--- src/rtl/ext_irq_pkg.sv ---
package ext_irq_pkg;

  // Lines sharing one configuration register
  localparam int SLOTS = 4;

  // Field base bit positions inside a configuration register
  localparam int F_CLR   = 0;
  localparam int F_SENSE = 4;
  localparam int F_BOTH  = 8;
  localparam int F_LEVEL = 12;
  localparam int F_EN    = 16;

  typedef struct packed {
    logic level_sel;
    logic sense;
    logic both;
    logic enable;
  } line_cfg_t;

  // Unconfigured line: active-low level, disabled
  localparam line_cfg_t CFG_RESET = '{level_sel: 1'b1, sense: 1'b0, both: 1'b0, enable: 1'b0};

endpackage

--- src/rtl/ext_irq_sync.sv ---
module ext_irq_sync #(
  parameter int WIDTH = 6
) (
  input  logic             clk,
  input  logic             rst_n,
  input  logic [WIDTH-1:0] async_in,
  output logic [WIDTH-1:0] sync_out
);

  logic [WIDTH-1:0] stage1_q;
  logic [WIDTH-1:0] stage2_q;

  always_ff @(posedge clk or negedge rst_n) begin
    if (!rst_n) begin
      stage1_q <= '0;
      stage2_q <= '0;
    end else begin
      stage1_q <= async_in;
      stage2_q <= stage1_q;
    end
  end

  assign sync_out = stage2_q;

endmodule

--- src/rtl/ext_irq_regs.sv ---
module ext_irq_regs
  import ext_irq_pkg::*;
#(
  parameter int NUM_LINES = 6,
  parameter int ADDR_W    = 1
) (
  input  logic                          clk,
  input  logic                          rst_n,
  input  logic                          wr_en,
  input  logic [ADDR_W-1:0]             addr,
  input  logic [31:0]                   wdata,
  output line_cfg_t [NUM_LINES-1:0]     cfg,
  output logic [NUM_LINES-1:0]          clr_pulse,
  output logic [31:0]                   rdata
);

  line_cfg_t [NUM_LINES-1:0] cfg_q;

  for (genvar i = 0; i < NUM_LINES; i++) begin : g_line
    localparam logic [ADDR_W-1:0] MY_REG = ADDR_W'(i / SLOTS);
    localparam int                SLOT   = i % SLOTS;
    logic hit;

    assign hit = wr_en && (addr == MY_REG);

    always_ff @(posedge clk or negedge rst_n) begin
      if (!rst_n) begin
        cfg_q[i] <= CFG_RESET;
      end else if (hit) begin
        cfg_q[i].level_sel <= wdata[F_LEVEL + SLOT];
        cfg_q[i].sense     <= wdata[F_SENSE + SLOT];
        cfg_q[i].both      <= wdata[F_BOTH  + SLOT];
        cfg_q[i].enable    <= wdata[F_EN    + SLOT];
      end
    end

    // Write-one clear acts as a pulse and is never stored
    assign clr_pulse[i] = hit && wdata[F_CLR + SLOT];
  end

  always_comb begin
    rdata = '0;
    for (int i = 0; i < NUM_LINES; i++) begin
      if (addr == ADDR_W'(i / SLOTS)) begin
        rdata[F_SENSE + (i % SLOTS)] = cfg_q[i].sense;
        rdata[F_BOTH  + (i % SLOTS)] = cfg_q[i].both;
        rdata[F_LEVEL + (i % SLOTS)] = cfg_q[i].level_sel;
        rdata[F_EN    + (i % SLOTS)] = cfg_q[i].enable;
      end
    end
  end

  assign cfg = cfg_q;

  logic unused_wdata;
  assign unused_wdata = ^wdata;

endmodule

--- src/rtl/ext_irq_line.sv ---
module ext_irq_line
  import ext_irq_pkg::*;
(
  input  logic      clk,
  input  logic      rst_n,
  input  line_cfg_t cfg,
  input  logic      pin_s,
  input  logic      clr_pulse,
  output logic      irq
);

  logic pin_d;
  logic latch_q;
  logic rise;
  logic fall;
  logic edge_hit;
  logic level_act;

  always_ff @(posedge clk or negedge rst_n) begin
    if (!rst_n) pin_d <= 1'b0;
    else        pin_d <= pin_s;
  end

  assign rise = pin_s & ~pin_d;
  assign fall = ~pin_s & pin_d;

  always_comb begin
    if (cfg.both)       edge_hit = rise | fall;
    else if (cfg.sense) edge_hit = rise;
    else                edge_hit = fall;
  end

  // A new edge takes priority over a simultaneous clear
  always_ff @(posedge clk or negedge rst_n) begin
    if (!rst_n)              latch_q <= 1'b0;
    else if (cfg.level_sel)  latch_q <= 1'b0;
    else if (edge_hit)       latch_q <= 1'b1;
    else if (clr_pulse)      latch_q <= 1'b0;
  end

  assign level_act = cfg.sense ? pin_s : ~pin_s;
  assign irq       = cfg.enable & (cfg.level_sel ? level_act : latch_q);

  AST_LATCH_HOLDS: assert property (@(posedge clk) disable iff (!rst_n)
    (latch_q && !cfg.level_sel && !clr_pulse) |=> latch_q);
  AST_LATCH_NEEDS_EDGE: assert property (@(posedge clk) disable iff (!rst_n)
    $rose(latch_q) |-> $past(edge_hit));
  AST_CLEAR_EMPTIES: assert property (@(posedge clk) disable iff (!rst_n)
    (clr_pulse && !edge_hit) |=> !latch_q);
  AST_LEVEL_NO_LATCH: assert property (@(posedge clk) disable iff (!rst_n)
    cfg.level_sel |=> !latch_q);

endmodule

--- src/rtl/ext_irq_trigger_unit.sv ---
module ext_irq_trigger_unit
  import ext_irq_pkg::*;
#(
  parameter int  NUM_LINES = 6,
  localparam int NUM_REGS  = (NUM_LINES + SLOTS - 1) / SLOTS,
  localparam int ADDR_W    = (NUM_REGS > 1) ? $clog2(NUM_REGS) : 1
) (
  input  logic                 clk,
  input  logic                 rst_n,
  input  logic                 cfg_wr_en,
  input  logic [ADDR_W-1:0]    cfg_addr,
  input  logic [31:0]          cfg_wdata,
  output logic [31:0]          cfg_rdata,
  input  logic [NUM_LINES-1:0] pin_in,
  output logic [NUM_LINES-1:0] irq_out
);

  line_cfg_t [NUM_LINES-1:0] cfg;
  logic [NUM_LINES-1:0]      clr_pulse;
  logic [NUM_LINES-1:0]      pin_s;

  ext_irq_sync #(.WIDTH(NUM_LINES)) u_sync (
    .clk      (clk),
    .rst_n    (rst_n),
    .async_in (pin_in),
    .sync_out (pin_s)
  );

  ext_irq_regs #(.NUM_LINES(NUM_LINES), .ADDR_W(ADDR_W)) u_regs (
    .clk       (clk),
    .rst_n     (rst_n),
    .wr_en     (cfg_wr_en),
    .addr      (cfg_addr),
    .wdata     (cfg_wdata),
    .cfg       (cfg),
    .clr_pulse (clr_pulse),
    .rdata     (cfg_rdata)
  );

  for (genvar i = 0; i < NUM_LINES; i++) begin : g_line
    ext_irq_line u_line (
      .clk       (clk),
      .rst_n     (rst_n),
      .cfg       (cfg[i]),
      .pin_s     (pin_s[i]),
      .clr_pulse (clr_pulse[i]),
      .irq       (irq_out[i])
    );

    AST_MASKED_QUIET: assert property (@(posedge clk) disable iff (!rst_n)
      !cfg[i].enable |-> !irq_out[i]);
  end

endmodule

--- config.mk ---
export PLATFORM = sky130hd
export DESIGN_NAME = ext_irq_trigger_unit
export DESIGN_NICKNAME = d
export VERILOG_FILES = /design/src/rtl/ext_irq_pkg.sv /design/src/rtl/ext_irq_sync.sv /design/src/rtl/ext_irq_regs.sv /design/src/rtl/ext_irq_line.sv /design/src/rtl/ext_irq_trigger_unit.sv
export SDC_FILE = /design/constraint.sdc
export NUM_CORES = 1
export LEC_CHECK = 0
export ABC_AREA = 1
export BUFFER_PORTS_ARGS = -buffer_cell sky130_fd_sc_hd__buf_2
export CORE_MARGIN = 1.5
export CORE_UTILIZATION = 35
export DETAILED_ROUTE_END_ITERATION = 8
export HOLD_SLACK_MARGIN = 0.1
export PLACE_DENSITY = 0.66
export SLEW_MARGIN = 25
export SYNTH_ARGS = -nofsm -noshare
export SYNTH_HDL_FRONTEND = slang
export SYNTH_SLANG_ARGS = --single-unit
--- constraint.sdc ---
create_clock -name clk -period 1.1 [get_ports clk]
set_input_delay 0.11 -clock clk [delete_from_list [all_inputs] [get_ports clk]]
set_output_delay 0.11 -clock clk [all_outputs]
set_load 0.05 [all_outputs]
---- Yosys cells after proc, flatten, opt, wreduce, memory -nomap -nowiden ----
Index checks and enable logic that the tools add are counted.
word-level totals
  word-level logic and storage cells ...... 147
  bits of input ports ..................... 42
  register bits after elaboration ......... 48
  output and inout port bits .............. 38
cells by class
  multiplexer cells ....................... 58
  bitwise logic cells ..................... 37
  reduce and logical (&&, ||, !) cells .... 14
operators with widths
  operator           number
  $mux 1             58
  $and 1x1->1        18
  $reduce_bool 3->1  6
  $not 1->1          13
  $logic_and 1x1->1  8
  $or 1x1->1         6

---- Depth between registers and ports, before layout ----
  word-level depth ........................ 6
  depth in mapped cells ................... 6

---- By module ----
From an unflattened synthesis, not the netlist that was laid out.
unflattened totals
  cells, all modules ...................... 344
  area total of the unflattened synthesis .. 2743.9 µm²
by module, submodules not included
  module        instances  area each (µm²)  cells each
  ext_irq_regs  1          1385.1           176
  ext_irq_line  6          176.4            26
  ext_irq_sync  1          300.3            12

---- Worst setup path after synthesis ----
OpenSTA, ideal clock, no wires.
  path kind ............................... register to output
  from .................................... register u_regs.cfg_q, in the netlist u_regs.cfg[7]
  to ...................................... output cfg_rdata[13]
  data arrival time ....................... 1.656 ns
  slack ................................... -0.666 ns
  buffers on the path ..................... 0
  cell stages (with the launch flop) ...... 3
  required time ........................... 0.990 ns
  cells stage by stage .................... dfstp_2 -> inv_1 -> o21ai_0
on the way
  longest elaborated chain between the ends .. 1
ends and longest elaborated chain
  element      line                        text
  from (decl)  ext_irq_regs.sv:17          line_cfg_t [NUM_LINES-1:0] cfg_q;
  $mux 1       ext_irq_regs.sv:44          if (addr == ADDR_W'(i / SLOTS)) begin
  to (decl)    ext_irq_trigger_unit.sv:13  output logic [31:0] cfg_rdata,
Every way passes these cells.

---- Final worst setup path ----
  from .................................... register u_regs.cfg_q, in the netlist u_regs.cfg[19]
  to ...................................... output irq_out[4]
on the way
  longest elaborated chain between the ends .. 2
ends and longest elaborated chain
  element      line                        text
  $mux 1       ext_irq_line.sv:42          assign irq = cfg.enable & (cfg.level_sel ? level_act : latch_q);
  $and 1x1->1  ext_irq_line.sv:42
  to (decl)    ext_irq_trigger_unit.sv:15  output logic [NUM_LINES-1:0] irq_out
Every way passes these cells.

==> impl_metrics.ini <==
[critical_path]
startpoint = u_regs.cfg[19]
worstSetupStartpointType = register
required_ns = 0.99
endpoint_kind = primary output
worst-path-max-fanout = 4
worstReg2RegStart = u_regs.cfg[18]
arrival_ns = 1.33
crit_type = reg -> out

[worst_hold_path]
hold_class = in -> reg
min_from = cfg_wdata[1]

[placement]
place_congestion = 0.7959
dp_hpwl_mm = 3.420
port_buffers = 51
dp_slack_ns = -0.09145

[die]
placeableCoreArea_mm2 = 0.006495
die_w_um = 85.70
start_util = 0.3685
rows = 29
dieHeight_um = 85.70
die-area_mm2 = 0.007344
io-pin-count = 80

[logic_synthesis]
synthAdderAreaFrac = 0.06273
yosys_register_bits = 48
synth-edff-count = 0
ys.flop_type = dfrtp_1
netlist_area_mm2 = 0.002394
synthMuxAreaShare = 0.009409
async_flop_share = 1.000
synth_warnings = 0
synth-compound-area-share = 0.09409
ys_seq_area_frac = 0.5050
synth_xor_area_frac = 0.02196
ys_types = 19
synth_top_family_by_area = simple AND/OR/NAND/NOR gates
synthSimpleGateAreaFrac = 0.1532
syn_avg_cell_area_um2 = 8.768
synth_cells = 273

[clocking]
ctsRootBufferMaster = clkbuf_8
clkLatencyLatePin_ns = 0.29
path_clk_slew_ns = 0.09
h-tree-depth = 2
clock-sinks = 48
cts_tree = built
clockBufferDepth = 2
cts_made_buffers = 5

[route]
drtIter0Drc = 65
post_drt_wl_per_cell_um = 11.45
ant_nets = 0
drc_errors = 0
vias = 1913
drt-pass1-iter-count = 4
vias_per_cell = 4.368
totalWireLength_mm = 5.014

[global_route]
antenna_found_initial = 0
grt.total_usage = 0.1512
grt_overflow = 0
grt_pass1_wl_mm = 8.659
grt_start_max_net_pins = 49
grt_pass1_vias = 1932

[sta]
final.min_clock_period_ns = 1.435
timing.fmax_ghz = 0.6968
postLayoutSetupSlackWorst_ns = -0.3352
skew_ns = 0.003641
rsz0062_at_grt = true
setup_viol_count_final = 18
fin_tns_setup_ns = -2.956
drv_slew = 0
hold_violations = 0
finalCritPeriodShare = 1.305

[layout]
layout-drive-gt1-share = 0.3463
nFillCells = 597
multi_input_area_um2 = 974.7
seqCellArea_mm2 = 0.001209
diodes = 0
nets = 414
area_delta_synth_final_pct = 40.25

[run]
drv_cap = 0

[status]
violations = setup timing
status = complete, but fails checks

[power_and_ir_drop]
power.total_uw = 4830
ir_drop_mv = 0.8160
power_leakage_uw = 0.001718
p_per_area_mw_per_mm2 = 1439
cells in the mapped netlist (2+ instances only):
master	number	area [µm²]
o21ai_1	14	70.07
o21ai_0	16	80.08
mux2_2	2	22.52
a21oi_1	12	60.06
buf_2	3	15.01
xnor2_1	6	52.55
nand2_1	58	217.7
nor2_1	22	82.58
dfrtp_1	42	1051
o21bai_1	2	15.01
ha_1	12	150.1
dfstp_2	6	157.7
inv_1	40	150.1
nand3_1	8	40.04
buf_4	26	195.2
power breakdown:
part / switching, µW / internal [µW] / leakage [µW] / total (µW)
Combinational: 998 / 631 / 0.00111 / 1630
Sequential: 148 / 1980 / 0.000562 / 2130
Clock: 561 / 514 / 0.0000455 / 1070
Total: 1710 / 3120 / 0.00172 / 4830
final timing paths:
check	to	slack, ns	cells after the start
setup / recovery	irq_out[4]	-0.34	4
hold / removal	g_line[1].u_line.latch_q	0.1	4
setup reg to reg	g_line[4].u_line.latch_q	0.03	7
hold reg to reg	u_sync.sync_out[5]	0.35	0
max in group asynchronous	u_regs.cfg[19]	0.49	3
min in group asynchronous	u_sync.stage1_q[2]	0.32	3
metal layers:
layer	wire, µm	global-route usage	up-vias
met3	180	0.03946	4
met4	44	0.04399	0
met1	2333	0.1932	888
met5	0	0	-
li1	-	-	975
met2	2456	0.2534	46
cell type report:
cell class | instances | share of cell area
Sequential cell | 48 | 0.3600
Multi-Input combinational cell | 170 | 0.2903
Timing Repair Buffer | 94 | 0.2475
Inverter | 41 | 0.04659
Tap cell | 77 | 0.02870
Clock buffer | 8 | 0.02684
worst max-delay path, stage by stage (launching register included):
cell      delay (ns)
dfstp_2         0.57
o21ai_2         0.05
o21bai_1        0.16
inv_1           0.09
buf_6           0.16
cells by family after synthesis:
family	count (synthesis)
AND/OR/NAND/NOR	90
buffers and inverters	70
flip-flops	48
AO/OA/AOI/OAI	44
adder cells (fa/ha/maj)	12
XOR/XNOR	6
multiplexers	2
other	1
stage by stage:
step           utilization  cells  hold WS [ns]  instance area (µm²)
5_1_grt             0.5169    438        0.1044                 3357
3_5_place_dp        0.4240    398        0.1176                 2754
2_1_floorplan            -    288       -0.1856                 2492
3_3_place_gp        0.4240    398        0.1135                 2754
6_report            0.5169    438       0.09704                 3357
4_1_cts             0.5078    435        0.1034                 3298
registers in the layout (all words and copies together), names as in the netlist:
| name | count |
|---|---|
| u_regs.cfg | 24 |
| u_sync.sync_out | 6 |
| g_line.u_line.pin_d | 6 |
| u_sync.stage1_q | 6 |
| g_line.u_line.latch_q | 6 |
cells in the final DEF (no fill, tap or decap), types with 11 or more instances in the layout:
master	n
a21oi_1	11
buf_2	29
buf_4	12
buf_6	24
conb_1	16
dfrtp_1	42
dlygate4sd3_1	25
ha_1	12
inv_1	25
inv_2	15
nand2_1	56
nor2_1	13
o21ai_1	17
repair_timing:
item                                    4_1_cts  5_1_grt
buffers inserted                              4        4
endpoints found under the setup margin       22       26
hold buffers                                 25        0
hold endpoints to repair                     79        0
pin swaps                                     9        8
resized for setup                            72       15
Power figures use the tool's default switching activity.
